### config.mk
export PLATFORM = sky130hd
export DESIGN_NAME = vcmd_parser
export DESIGN_NICKNAME = d
export VERILOG_FILES = /design/src/rtl/vcmd_pkg.sv /design/src/rtl/vcmd_hdr_classify.sv /design/src/rtl/vcmd_frame_track.sv /design/src/rtl/vcmd_parser.sv
export SDC_FILE = /design/constraint.sdc
export NUM_CORES = 1
export LEC_CHECK = 0
export ABC_AREA = 1
export ABC_CLOCK_PERIOD_IN_PS = 2800
export BUFFER_PORTS_ARGS = -buffer_cell sky130_fd_sc_hd__buf_2
export CORE_AREA = 2 2 90 71
export CTS_BUF_LIST = sky130_fd_sc_hd__clkbuf_4
export DETAILED_ROUTE_END_ITERATION = 6
export DIE_AREA = 0 0 92 73
export PLACE_DENSITY = 0.86
export SYNTH_ARGS = -nofsm -noshare
export SYNTH_HDL_FRONTEND = slang
export SYNTH_HIERARCHICAL = 1
export SYNTH_SLANG_ARGS = --single-unit
### constraint.sdc
create_clock -name clk -period 2.8 [get_ports clk]
set_input_delay 0.28 -clock clk [delete_from_list [all_inputs] [get_ports clk]]
set_output_delay 0.28 -clock clk [all_outputs]
set_load 0.01 [all_outputs]
### src/rtl/vcmd_pkg.sv
`timescale 1ns/1ps
package vcmd_pkg;
  // Header field positions, fixed by the command format.
  localparam int LEN_LSB  = 0;
  localparam int SUB_LSB  = 16;
  localparam int OPC_LSB  = 23;
  localparam int PIPE_LSB = 27;
  localparam int CTYP_LSB = 29;

  localparam logic [2:0] OWN_CTYP = 3'd3;
  localparam logic [1:0] OWN_PIPE = 2'd2;
  localparam logic [3:0] OWN_OPC  = 4'd11;

  typedef enum logic [6:0] {
    SC_MODE   = 7'd0,
    SC_ILOAD  = 7'd1,
    SC_DLOAD  = 7'd2,
    SC_CFG    = 7'd3,
    SC_VATBL  = 7'd4,
    SC_INDOBJ = 7'd5,
    SC_STREAM = 7'd32,
    SC_START  = 7'd33
  } subcmd_e;

  // Expected total command size in dwords; zero marks an unknown code.
  function automatic logic [7:0] sub_total(input logic [6:0] sub);
    case (sub)
      SC_MODE:   sub_total = 8'd3;
      SC_ILOAD:  sub_total = 8'd5;
      SC_DLOAD:  sub_total = 8'd6;
      SC_CFG:    sub_total = 8'd2;
      SC_VATBL:  sub_total = 8'd49;
      SC_INDOBJ: sub_total = 8'd11;
      SC_STREAM: sub_total = 8'd5;
      SC_START:  sub_total = 8'd2;
      default:   sub_total = 8'd0;
    endcase
  endfunction
endpackage

### src/rtl/vcmd_hdr_classify.sv
`timescale 1ns/1ps
module vcmd_hdr_classify
  import vcmd_pkg::*;
#(
  parameter int DATA_W = 32,
  parameter int LEN_W  = 12,
  parameter int SUB_W  = 7
) (
  input  logic [DATA_W-1:0] hdr,
  output logic              is_own,
  output logic              is_known,
  output logic              size_bad,
  output logic [SUB_W-1:0]  sub,
  output logic [LEN_W-1:0]  len
);
  localparam int TOT_W = LEN_W + 1;

  logic [7:0]       exp_tot;
  logic [TOT_W-1:0] got_tot;

  always_comb begin
    sub      = hdr[SUB_LSB +: SUB_W];
    len      = hdr[LEN_LSB +: LEN_W];
    is_own   = (hdr[CTYP_LSB +: 3] == OWN_CTYP) &&
               (hdr[PIPE_LSB +: 2] == OWN_PIPE) &&
               (hdr[OPC_LSB  +: 4] == OWN_OPC);
    exp_tot  = sub_total(sub);
    is_known = (exp_tot != 8'd0);
    got_tot  = {1'b0, len} + TOT_W'(2);
    size_bad = is_known && (got_tot != TOT_W'(exp_tot));
  end
endmodule

### src/rtl/vcmd_frame_track.sv
`timescale 1ns/1ps
module vcmd_frame_track #(
  parameter int LEN_W = 12,
  parameter int SUB_W = 7,
  localparam int CNT_W = LEN_W + 1
) (
  input  logic             clk,
  input  logic             rst_n,
  input  logic             hdr_take,
  input  logic             body_take,
  input  logic             fwd_in,
  input  logic [SUB_W-1:0] sub_in,
  input  logic [LEN_W-1:0] len_in,
  output logic             in_body,
  output logic             fwd,
  output logic [SUB_W-1:0] tag,
  output logic [CNT_W-1:0] idx,
  output logic             final_dw
);
  logic             body_q, body_n;
  logic             fwd_q, fwd_n;
  logic [SUB_W-1:0] tag_q, tag_n;
  logic [CNT_W-1:0] idx_q, idx_n;
  logic [CNT_W-1:0] rem_q, rem_n;
  logic             adv;

  assign adv = hdr_take | body_take;

  always_comb begin
    body_n = body_q;
    fwd_n  = fwd_q;
    tag_n  = tag_q;
    idx_n  = idx_q;
    rem_n  = rem_q;
    if (hdr_take) begin
      body_n = 1'b1;
      fwd_n  = fwd_in;
      tag_n  = sub_in;
      idx_n  = CNT_W'(1);
      rem_n  = {1'b0, len_in} + CNT_W'(1);
    end else if (body_take) begin
      idx_n = idx_q + CNT_W'(1);
      rem_n = rem_q - CNT_W'(1);
      if (rem_q == CNT_W'(1)) body_n = 1'b0;
    end
  end

  always_ff @(posedge clk or negedge rst_n) begin
    if (!rst_n) begin
      body_q <= 1'b0;
      fwd_q  <= 1'b0;
      tag_q  <= '0;
      idx_q  <= '0;
      rem_q  <= '0;
    end else if (adv) begin
      body_q <= body_n;
      fwd_q  <= fwd_n;
      tag_q  <= tag_n;
      idx_q  <= idx_n;
      rem_q  <= rem_n;
    end
  end

  assign in_body  = body_q;
  assign fwd      = fwd_q;
  assign tag      = tag_q;
  assign idx      = idx_q;
  assign final_dw = (rem_q == CNT_W'(1));
endmodule

### src/rtl/vcmd_parser.sv
`timescale 1ns/1ps
module vcmd_parser
  import vcmd_pkg::*;
#(
  parameter int DATA_W = 32,
  parameter int LEN_W  = 12,
  parameter int SUB_W  = 7,
  localparam int CNT_W = LEN_W + 1
) (
  input  logic              clk,
  input  logic              rst_n,
  input  logic              in_valid,
  input  logic [DATA_W-1:0] in_data,
  output logic              in_ready,
  output logic              out_valid,
  input  logic              out_ready,
  output logic [DATA_W-1:0] out_data,
  output logic [SUB_W-1:0]  out_tag,
  output logic [CNT_W-1:0]  out_idx,
  output logic              out_first,
  output logic              out_last,
  output logic              out_last_obj,
  output logic              ev_foreign,
  output logic              ev_unknown,
  output logic              ev_size_err
);
  logic             is_own, is_known, size_bad;
  logic [SUB_W-1:0] hdr_sub;
  logic [LEN_W-1:0] hdr_len;
  logic             in_body, fwd, final_dw;
  logic [SUB_W-1:0] tag;
  logic [CNT_W-1:0] idx;
  logic             hdr_take, body_take;
  logic             foreign_n, unknown_n, size_n;
  logic             foreign_q, unknown_q, size_q;

  vcmd_hdr_classify #(.DATA_W(DATA_W), .LEN_W(LEN_W), .SUB_W(SUB_W)) u_cls (
    .hdr      (in_data),
    .is_own   (is_own),
    .is_known (is_known),
    .size_bad (size_bad),
    .sub      (hdr_sub),
    .len      (hdr_len)
  );

  assign hdr_take  = in_valid && !in_body;
  assign body_take = in_valid && in_body && in_ready;

  vcmd_frame_track #(.LEN_W(LEN_W), .SUB_W(SUB_W)) u_trk (
    .clk       (clk),
    .rst_n     (rst_n),
    .hdr_take  (hdr_take),
    .body_take (body_take),
    .fwd_in    (is_own && is_known),
    .sub_in    (hdr_sub),
    .len_in    (hdr_len),
    .in_body   (in_body),
    .fwd       (fwd),
    .tag       (tag),
    .idx       (idx),
    .final_dw  (final_dw)
  );

  // Header and skipped body dwords never wait; forwarded ones follow the sink.
  assign in_ready  = !in_body || !fwd || out_ready;
  assign out_valid = in_valid && in_body && fwd;
  assign out_data  = in_data;
  assign out_tag   = tag;
  assign out_idx   = idx;
  assign out_first = (idx == CNT_W'(1));
  assign out_last  = final_dw;
  assign out_last_obj = out_valid && (tag == SUB_W'(SC_START)) &&
                        (idx == CNT_W'(1)) && in_data[0];

  always_comb begin
    foreign_n = hdr_take && !is_own;
    unknown_n = hdr_take && is_own && !is_known;
    size_n    = hdr_take && is_own && size_bad;
  end

  always_ff @(posedge clk or negedge rst_n) begin
    if (!rst_n) begin
      foreign_q <= 1'b0;
      unknown_q <= 1'b0;
      size_q    <= 1'b0;
    end else begin
      foreign_q <= foreign_n;
      unknown_q <= unknown_n;
      size_q    <= size_n;
    end
  end

  assign ev_foreign  = foreign_q;
  assign ev_unknown  = unknown_q;
  assign ev_size_err = size_q;
endmodule

==> key figures <==
Synthesis
  – Top cell type's share of synthesized area: 0.291
  – Most common cell in the netlist: nand2_1
  – Library cells used by synthesis: 40
  – Synth Area in XOR/XNOR: 0.00535
  – Yosys warnings: 6
  – Async SR Flop Fraction: 1.00
  – Syn Nets: 547
  – Post-synthesis mux area share: 0
  – Yosys top cell by area: dfrtp_1
  – Syn Area/Cell: 6.47 µm²
  – Largest family of logic cells by synthesized area: simple AND/OR/NAND/NOR gates
  – Number of synthesized flops with an enable pin: 0
  – Most used DFF post-synth: dfrtp_1
  – Post-synthesis cell area: about 3300 µm²
  – Top cells by count, synth: nand2_1 (139), nor2_1 (68), inv_1 (58)
  – Adder-Cell Fraction of Synth Area: 0.0191
  – Post-synthesis simple-gate area fraction: 0.408
  – Main area contributors after synthesis: dfrtp_1 (29%), nand2_1 (16%), buf_4 (12%)
  – Number of synthesized register bits: 38
  – Sequential area share after synthesis: 0.291
  – Mapped Cells: 506
  – Compound-gate portion of the synthesized area: 0.0665

STA
  – Slew Viols, Final: 0
  – RSZ-0062 raised after global routing: no
  – Worst slew pin tran: roughly 930 ps
  – FMAX: 456 MHz
  – Period utilization: 0.784
  – Final setup violation count: 0
  – Relative slew slack: 0.377
  – Final Hold Fails: 0
  – Worst Skew: about 5 ps
  – Tmin final: 2190 ps
  – Fin Setup TNS: 0 ps

Placement
  – Buffers on Ports: 87
  – Detailed Place HPWL: 5540 µm
  – GPL Wtd Cong: 0.900

Setup path
  – Setup CP Type: register to register
  – CP endpoint: u_trk/idx[5]$_DFFE_PN0N_
  – Crit path max-delay family: simple AND/OR/NAND/NOR gates
  – Crit-path slowest cell: nor2_1
  – Path depth of the worst reg2reg path: 10
  – Cell Chain, Critical Path: nand2_2 -> or2_4 -> nand2_1 -> nor2_1 -> nor2_4 -> inv_2 -> nand3_1 -> o21ai_0 -> nand2_1 -> nor2_1
  – CP arrival: approximately 2500 ps
  – Required time of the critical path: 3070 ps
  – Reg-to-Reg Start: u_trk/in_body$_DFFE_PN0P_
  – R2R setup slack: ~610 ps
  – CP Launch Point: u_trk/in_body$_DFFE_PN0P_
  – CP Depth: 10
  – RR Endpoint: u_trk/idx[5]$_DFFE_PN0N_
  – Crit-path max cell delay: approximately 550 ps
  – Crit. End Element: register
  – CP max FO: 15
  – Startpoint types: register
  – Crit path buf inv count: 1

Layout
  – Ant diodes: 0
  – Area grow syn2layout: 6.27%
  – Register area: 951 µm²
  – Final core occ: 0.585
  – Share of layout cells above drive strength 1: 0.256
  – Multi-input gate area: 1640 µm²
  – Final net count: 584
  – Number of fill cells: 599

Floorplanning
  – Rows: 25
  – Initial Utilization: 0.551
  – Placeable core area: about 6000 µm²
  – Boundary Pins: 96
  – Die Span Y: ~73 µm
  – Die area: 6720 µm²
  – Chip width: 92 µm

Clocking
  – Setup Fix Bufs, Post-CTS: 0
  – TritonCTS clock tree: yes
  – Root Buffer: clkbuf_4
  – Cts hold-fix bufs: 0
  – Worst-Skew Late Latency: 340 ps
  – Clock slew at reported path FFs: around 120 ps
  – Post-CTS Resized: 0
  – Num CTS Buffers: 5
  – Clock Sink Count: 38
  – Longest Clk Path Bufs: 2
  – CTS H-Tree Depth: 2

Detailed routing
  – Starting DRT DRC Count: 228
  – WL final: 7310 µm
  – DRC Markers: 0
  – Vias: 3,142
  – Routed len/inst: between 10 and 15 µm
  – Vias/cell: 5.03
  – First-pass DRT Iterations: 6
  – Antenna-violating nets left: 0

Pwr
  – Cell area power density: 660 nW/µm²
  – Leakage: approximately 2.0 nW
  – VDD IR max: 0.000453 V

Flow run
  – Max-Cap Viols: 0

GRT
  – Global-route wire length before repair: 12,200 µm
  – GRT Resource Usage Total: 0.223
  – GRT overflow: 0
  – Vias in the first global route: 2,782
  – Antenna violations before repair: 0
  – Largest net degree at the start of global routing: 39

Worst hold path
  – Worst Hold Class: input pin to async pin

Run status
  – Status: finished, final reports clean
-- cells in the final DEF (no fill, tap or decap), drive strengths merged, types with 5 or more instances in the layout --
master,instances
a21oi,11
buf,89
clkbuf,7
dfrtp,38
ha,5
inv,66
nand2,144
nand3,44
nand4,9
nor2,84
nor3,7
o21ai,22
-- kinds of logic after synthesis --
| group | after synthesis |
|---|---|
| compound gates | 40 |
| xor+xnor | 2 |
| fa+ha+maj | 5 |
| buf+inv | 127 |
| flops | 38 |
| simple gates | 294 |
-- layout make-up --
cell class,instances,share of cell area
multi-input combinational,341,0.471
sequential,38,0.273
timing repair buffer,89,0.129
inverter,68,0.0737
tap,81,0.0291
clock buffer,7,0.0151
clock inverter,1,0.00863
-- registers in the layout (all words and copies together), names as in the netlist --
name           flops
u_trk/idx         13
u_trk/rem_q       13
u_trk/tag          7
ev_foreign         1
ev_size_err        1
ev_unknown         1
u_trk/fwd          1
u_trk/in_body      1
-- per-layer routing --
layer  wire length [µm]  track usage
met1               3390        0.295
met2               3260        0.370
met3                498       0.0465
met4                157       0.0763
met5                  0            0
-- worst min-delay path by stage --
stage | startpoint | endpoint | depth (start not counted)
after detailed placement | rst_n | u_trk/rem_q[8]$_DFFE_PN0N_ | 1
after floorplan | rst_n | ev_foreign$_DFF_PN0_ | 0
after global routing | rst_n | u_trk/idx[2]$_DFFE_PN0N_ | 1
final | rst_n | u_trk/idx[10]$_DFFE_PN0N_ | 1
after CTS | rst_n | u_trk/idx[10]$_DFFE_PN0N_ | 1
after global placement | rst_n | u_trk/rem_q[9]$_DFFE_PN0N_ | 1
-- power by group --
part,internal (mW),leakage [nW],total (mW),switching [mW]
Sequential,0.725,0.485,0.927,0.202
Clock,0.209,0.0463,0.390,0.182
Combinational,0.358,1.43,0.977,0.619
-- worst reg2reg max path: stages, from the launching register on --
cell and delay, ps:
dfrtp_1 450, nand2_2 100, or2_4 120, nand2_1 40
nor2_1 550, nor2_4 110, inv_2 250, nand3_1 150
o21ai_0 170, nand2_1 60, nor2_1 130
-- through the flow --
stage               instance area, µm²  total power [mW]  worst slack (ps)  std cells  hold slack (ps)
finish                            3480              2.29               606        625             34.2
global route                      3480              2.48               358        625             97.6
CTS                               3480              2.29               646        625             43.9
detailed placement                3400              1.89               668        617              424
global placement                  3400              1.86               821        617              430
floorplan                         3270              1.62              1170        506            -15.6
Power figures use the tool's default switching activity.
